===== config.mk =====
export PLATFORM = sky130hd
export DESIGN_NAME = extint_edge_unit
export DESIGN_NICKNAME = d
export VERILOG_FILES = /design/src/rtl/extint_pkg.sv /design/src/rtl/extint_sync.sv /design/src/rtl/extint_event_detect.sv /design/src/rtl/extint_flag_cell.sv /design/src/rtl/extint_edge_unit.sv
export SDC_FILE = /design/constraint.sdc
export NUM_CORES = 1
export LEC_CHECK = 0
export ABC_CLOCK_PERIOD_IN_PS = 1500
export CAP_MARGIN = 20
export CORE_MARGIN = 10
export CORE_UTILIZATION = 49
export DETAILED_ROUTE_END_ITERATION = 8
export PLACE_DENSITY = 0.88
export SYNTH_ARGS = -nofsm -noshare
export SYNTH_HDL_FRONTEND = slang
export SYNTH_SLANG_ARGS = --single-unit
export TNS_END_PERCENT = 100

===== constraint.sdc =====
create_clock -name clk -period 1.5 [get_ports clk]
set_clock_uncertainty 0.1 [all_clocks]
set_input_delay 0.225 -clock clk [delete_from_list [all_inputs] [get_ports clk]]
set_output_delay 0.225 -clock clk [all_outputs]
set_load 0.005 [all_outputs]

===== src/rtl/extint_pkg.sv =====
package extint_pkg;
  typedef enum logic [1:0] {
    TRIG_FALL  = 2'b00,
    TRIG_RISE  = 2'b01,
    TRIG_BOTH  = 2'b10,
    TRIG_LEVEL = 2'b11
  } trig_e;

  localparam logic ADDR_MODE = 1'b0;
  localparam logic ADDR_CLR  = 1'b1;
endpackage


===== src/rtl/extint_sync.sv =====
module extint_sync #(
  parameter int   STAGES  = 2,
  parameter logic RST_VAL = 1'b1
) (
  input  logic clk,
  input  logic rst,
  input  logic d,
  output logic q
);
  logic [STAGES-1:0] sh;

  always_ff @(posedge clk) begin
    if (rst) sh <= {STAGES{RST_VAL}};
    else     sh <= {sh[STAGES-2:0], d};
  end

  assign q = sh[STAGES-1];
endmodule


===== src/rtl/extint_event_detect.sv =====
module extint_event_detect
  import extint_pkg::*;
(
  input  logic  clk,
  input  logic  rst,
  input  logic  pin_s,
  input  trig_e mode,
  output logic  edge_evt,
  output logic  req_evt
);
  logic prev_q;
  logic fall, rise;

  always_ff @(posedge clk) begin
    if (rst) prev_q <= 1'b1;
    else     prev_q <= pin_s;
  end

  assign fall = prev_q & ~pin_s;
  assign rise = ~prev_q & pin_s;

  always_comb begin
    case (mode)
      TRIG_FALL:  begin edge_evt = fall;        req_evt = fall;   end
      TRIG_RISE:  begin edge_evt = rise;        req_evt = rise;   end
      TRIG_BOTH:  begin edge_evt = fall | rise; req_evt = fall | rise; end
      default:    begin edge_evt = fall;        req_evt = ~pin_s; end
    endcase
  end
endmodule


===== src/rtl/extint_flag_cell.sv =====
module extint_flag_cell (
  input  logic clk,
  input  logic rst,
  input  logic set,
  input  logic clr,
  output logic q
);
  always_ff @(posedge clk) begin
    if (rst)      q <= 1'b0;
    else if (set) q <= 1'b1;
    else if (clr) q <= 1'b0;
  end
endmodule


===== src/rtl/extint_edge_unit.sv =====
module extint_edge_unit
  import extint_pkg::*;
#(
  parameter int NUM_CH      = 2,
  parameter int SYNC_STAGES = 2
) (
  input  logic                clk,
  input  logic                rst,
  input  logic [NUM_CH-1:0]   pin_i,
  input  logic                wr_en,
  input  logic                wr_addr,
  input  logic [2*NUM_CH-1:0] wr_data,
  input  logic [NUM_CH-1:0]   ack_i,
  output logic [NUM_CH-1:0]   req_o,
  output logic [NUM_CH-1:0]   edge_flag_o
);
  localparam int DW = 2 * NUM_CH;

  logic              mode_wr, clr_wr;
  trig_e             mode_q [NUM_CH];
  logic [NUM_CH-1:0] pin_s;
  logic [NUM_CH-1:0] edge_set, req_set;
  logic [NUM_CH-1:0] edge_clr, req_clr;

  assign mode_wr = wr_en && (wr_addr == ADDR_MODE);
  assign clr_wr  = wr_en && (wr_addr == ADDR_CLR);

  always_ff @(posedge clk) begin
    for (int i = 0; i < NUM_CH; i++) begin
      if (rst)          mode_q[i] <= TRIG_FALL;
      else if (mode_wr) mode_q[i] <= trig_e'(wr_data[2*i +: 2]);
    end
  end

  for (genvar c = 0; c < NUM_CH; c++) begin : g_ch
    extint_sync #(.STAGES(SYNC_STAGES), .RST_VAL(1'b1)) u_sync (
      .clk (clk), .rst (rst), .d (pin_i[c]), .q (pin_s[c])
    );

    extint_event_detect u_det (
      .clk (clk), .rst (rst), .pin_s (pin_s[c]), .mode (mode_q[c]),
      .edge_evt (edge_set[c]), .req_evt (req_set[c])
    );

    assign edge_clr[c] = clr_wr & wr_data[c];
    assign req_clr[c]  = (clr_wr & wr_data[NUM_CH + c]) | ack_i[c];

    extint_flag_cell u_edge_flag (
      .clk (clk), .rst (rst), .set (edge_set[c]), .clr (edge_clr[c]),
      .q (edge_flag_o[c])
    );

    extint_flag_cell u_req_flag (
      .clk (clk), .rst (rst), .set (req_set[c]), .clr (req_clr[c]),
      .q (req_o[c])
    );
  end

  if (DW < 2) begin : g_bad_cfg
    initial $error("NUM_CH must be at least 1");
  end
endmodule


## Word level (Yosys, flattened, before mapping)

Memory sizes are Yosys's and may differ from the RTL's.
Cells that the tools add are included.

- Multiplexer cells: 19
- Equality and inequality tests: 4
- Reductions and logical operators: 8
- Bitwise gates (word level): 19

Operator list:

| kind | count |
|---|---|
| $mux 1 | 13 |
| $and 1x1->1 | 8 |
| $reduce_bool 2->1 | 4 |
| $or 1x1->1 | 6 |
| $pmux 1 s3 | 2 |
| $not 1->1 | 5 |
| $eq 2x1->1 const B | 2 |
| $eq 2x2->1 const B | 2 |
| $logic_not 2->1 | 2 |
| $mux 2 | 2 |
| $pmux 1 s2 | 2 |
| $logic_and 1x1->1 | 2 |

- Memories: 1
- Output and inout port bits: 4
- Word-level logic and storage cells: 59
- Memory bits (writable): 4
- Register bits after elaboration: 10

Memories:

| name | depth | width | rd ports | clocked after memory_dff | wr ports | RTL line | RTL |
|---|---|---|---|---|---|---|---|
| mode_q | 2 | 2 | 2 | 0 | 2 | extint_edge_unit.sv:20 | `trig_e mode_q [NUM_CH];` |

## Depth between registers and ports, before layout

- Depth after elaboration: 6
- Depth in mapped cells: 5
- Mapped depth without buffers: 5

## Cells and area by module

Synthesis repeated with hierarchy kept, for this count alone.

- Cell total of the unflattened synthesis: 75
- Area total of the unflattened synthesis: 778.2 um2

By module, submodules not included:

| module | cells each | area an instance (um2) | times used |
|---|---|---|---|
| extint_event_detect | 18 | 157.7 | 2 |
| extint_edge_unit | 15 | 202.7 | 1 |
| extint_flag_cell | 4 | 38.8 | 4 |
| extint_sync | 4 | 52.6 | 2 |

## Worst setup path after synthesis

Ideal clock, no wire load.

- Path kind: flip-flop to flip-flop
- Start: memory mode_q[0][0] (netlist name)
- End: register g_ch[0].u_req_flag.q
- Setup slack: 0.245 ns
- Data arrival time: 1.032 ns
- Buffers on the path: 0
- Period minus slack after synthesis: 1.255 ns
- Cell stages (with the launch flop): 5
- Data required time: 1.276 ns
- Path through: edfxtp_1 -> ha_1 -> and2_4 -> o31ai_2 -> a21oi_1

RTL lines:

| what | RTL line | RTL |
|---|---|---|
| start, declared | extint_edge_unit.sv:20 |  |
| end signal, assigned | extint_flag_cell.sv:9 | `if (rst) q <= 1'b0;` |
| end signal, assigned | extint_flag_cell.sv:10 | `else if (set) q <= 1'b1;` |
| end signal, assigned | extint_flag_cell.sv:11 | `else if (clr) q <= 1'b0;` |
| end, declared | extint_flag_cell.sv:6 | `output logic q` |

## Worst setup path after layout

- Start: register g_ch[1].u_req_flag.q
- End: output port req_o[1]

RTL lines:

| what | RTL line | RTL |
|---|---|---|
| start, declared | extint_flag_cell.sv:6 |  |
| start signal, assigned | extint_flag_cell.sv:9 |  |
| start signal, assigned | extint_flag_cell.sv:10 |  |
| start signal, assigned | extint_flag_cell.sv:11 |  |
| end, declared | extint_edge_unit.sv:14 | `output logic [NUM_CH-1:0] req_o,` |

No word-level cell between the ends.

==> metrics.cfg <==
[sta]
setup_ws_ns = 0.0416
finalSetupViolations = 0
finalMaxSlewViolations = 0
fin_crit_sh_pct = 97.2
final_hold_viol_count = 0
rsz0062_at_grt = false
slew-limit-headroom_pct = 82.2
holdWs_ns = 0.313
finalSetupTns_ns = 0
fmax_mhz = 686
worstMarginPinSlew_ns = 0.265
period_minus_slack_ns = 1.46

[clock_tree]
cts_made_buffers = 3
insertion_delay_ns = 0.29
cts_root_buf = clkbuf_4
htreeDepth = 1
cts_resized = 0
post_cts_buffers = 0
cts_buffer_depth = 2
clock-sinks = 14
clk_transition_reported_paths_ns = 0.09
cts_tree = yes
hold_buffers = 0

[floorplanning]
rows = 14
die_x_um = 60.1
die_area_um2 = 3620
die_y_um = 60.1
initial_utilization_pct = 51.8
pin_count = 16
core_um2 = 1520

[worst_setup_path]
crit_type = register to output port
slowest_delay_ns = 0.50
cp-end-kind = output port
cp-start-kind = register
cp.arrival_ns = 1.13
critPathRequiredTime_ns = 1.17
crit_chain = clkdlybuf4s50_1
worst_path_max_delay_cell = clkdlybuf4s50_1
path_buf_inv = 1
crit_family = buffers and inverters
crit_fanout = 2

[grt]
overflow = 0
grt_pass1_vias = 605
grt_pass1_wl_um = 2370
grt_max_degree = 9
grt_use_total_pct = 8.61
antenna_found_initial = 0

[detailed_routing]
wl_per_cell_um = 12.7
dr_total_vias = 569
routed_wl_um = 1420
drtIter0Drc = 2
dr.pass1.iters = 4
drc = 0
ant_nets = 0
via_per_inst = 5.08

[final_layout]
fillerInstances = 121
seqCellArea_um2 = 320
multi_input_area_um2 = 404
drive_gt1_share_pct = 14.6
postLayoutCoreUtil_pct = 65.0
fin_nets = 121
diodes = 0
synthToLayoutAreaGrowth_pct = 25.5

[synthesis]
ys_types = 24
synthCells = 78
synth.top_cell.area_share_pct = 25.4
synthTopCellsByArea = dfxtp_1 25%, ha_1 19%, edfxtp_1 15%
netlist_area_um2 = 790
ys_warn_count = 0
synth_top_cell_by_area = dfxtp_1
synth-seq-area-share_pct = 40.6
synth_nets = 102
syn_area_per_cell_um2 = 10.1
ys_seq_elements = 14

[run]
drv_cap = 0

[placed_design]
io_buffers = 15
dp_slack_ns = 0.0295
hpwl_um = 1240
gp_congestion = 0.751

[pwr]
peakVddDrop_uv = 547
p_leak_nw = 0.453
powerDensity_nw_per_um2 = 849

[run_status]
status = finished, final reports clean

[hold_path]
min_path_type = register to register

## power by group
group | switching, mW | internal, mW | leakage (nW)
sequential | 0.0149 | 0.413 | 0.123
clock | 0.128 | 0.148 | 0.0210
combinational | 0.0545 | 0.0829 | 0.309
total | 0.197 | 0.644 | 0.453
## area by class of cell
class                   instances  share of cell area [%]
clock buffers                   4                    3.66
inverters                       8                    3.03
multi-input cells              51                    40.8
flip-flops and latches         14                    32.3
well taps                      16                    2.02
repair buffers                 19                    18.2
## state kept, by name (all words and copies together), names as in the netlist
register	flops
g_ch.u_det.prev_q	2
g_ch.u_edge_flag.q	2
mode_q	4
g_ch.u_req_flag.q	2
g_ch.u_sync.sh	4
## synthesized netlist by cell type
cell type / count
ha_1: 12
dfxtp_1: 10
inv_1: 8
and2_1: 5
or2_1: 5
buf_4: 4
edfxtp_1: 4
nand2_1: 4
nand3_1: 4
nand2b_1: 3
a21o_1: 2
a21oi_1: 2
a31oi_1: 2
nand3b_1: 2
o21ai_0: 2
and2_4: 1
buf_2: 1
nand2b_4: 1
nor2_4: 1
nor2b_1: 1
nor2b_2: 1
o31ai_1: 1
o31ai_2: 1
or2_2: 1
## path summary, 6_finish.rpt
kind,start,end,slack [ns],depth (start not counted)
hold reg to reg,g_ch[1].u_sync.sh[0],g_ch[1].u_sync.sh[1],0.31,1
setup / recovery,g_ch[1].u_req_flag.q,req_o[1],0.04,1
setup reg to reg,mode_q[1][0],g_ch[1].u_req_flag.q,0.10,4
hold / removal,g_ch[1].u_sync.sh[0],g_ch[1].u_sync.sh[1],0.31,1
## layout by cell type, fill, tap and decap left out
cell / count
a21o_1: 2
a21oi_1: 2
a31oi_1: 2
and2_1: 5
and2_4: 1
buf_4: 4
clkbuf_4: 3
clkbuf_8: 1
clkdlybuf4s50_1: 15
dfxtp_1: 10
edfxtp_1: 4
ha_1: 12
inv_1: 8
nand2_1: 4
nand2b_1: 3
nand2b_4: 1
nand3_1: 4
nand3b_1: 2
nor2_4: 1
nor2b_1: 1
nor2b_2: 1
o21ai_0: 2
o31ai_1: 1
o31ai_2: 1
or2_1: 5
or2_2: 1
## metrics by stage
stage          cells  cell area [µm²]  power [mW]
3_3_place_gp     108              955       0.568
4_1_cts          112              991       0.847
5_1_grt          112              991       0.877
3_5_place_dp     108              955       0.576
2_1_floorplan     78              790       0.509
6_report         112              991       0.841
## kinds of logic (layout without fill, tap and decap cells)
group / count (synthesis) / in the layout / share of synthesized area [%]
AO/OA/AOI/OAI: 10 / 10 / 8.56
adder cells (fa/ha/maj): 12 / 12 / 19.0
buffers and inverters: 13 / 31 / 8.24
flip-flops: 14 / 14 / 40.6
AND/OR/NAND/NOR: 29 / 29 / 23.6
## per-layer routing
metal | vias to the layer above | global-route usage, % | share of wire (%)
met5 | - | 0 | 0
met4 | 0 | 6.73 | 3.2
met3 | 7 | 3.18 | 6.3
met2 | 21 | 14.1 | 48
met1 | 252 | 8.55 | 43
li1 | 289 | - | -
## worst reg2reg max path, stage by stage, from the launching register on
cell,delay [ns]
edfxtp_1,0.43
ha_1,0.21
and2_1,0.16
o31ai_1,0.28
a21oi_1,0.10
Power figures use the tool's default switching activity.
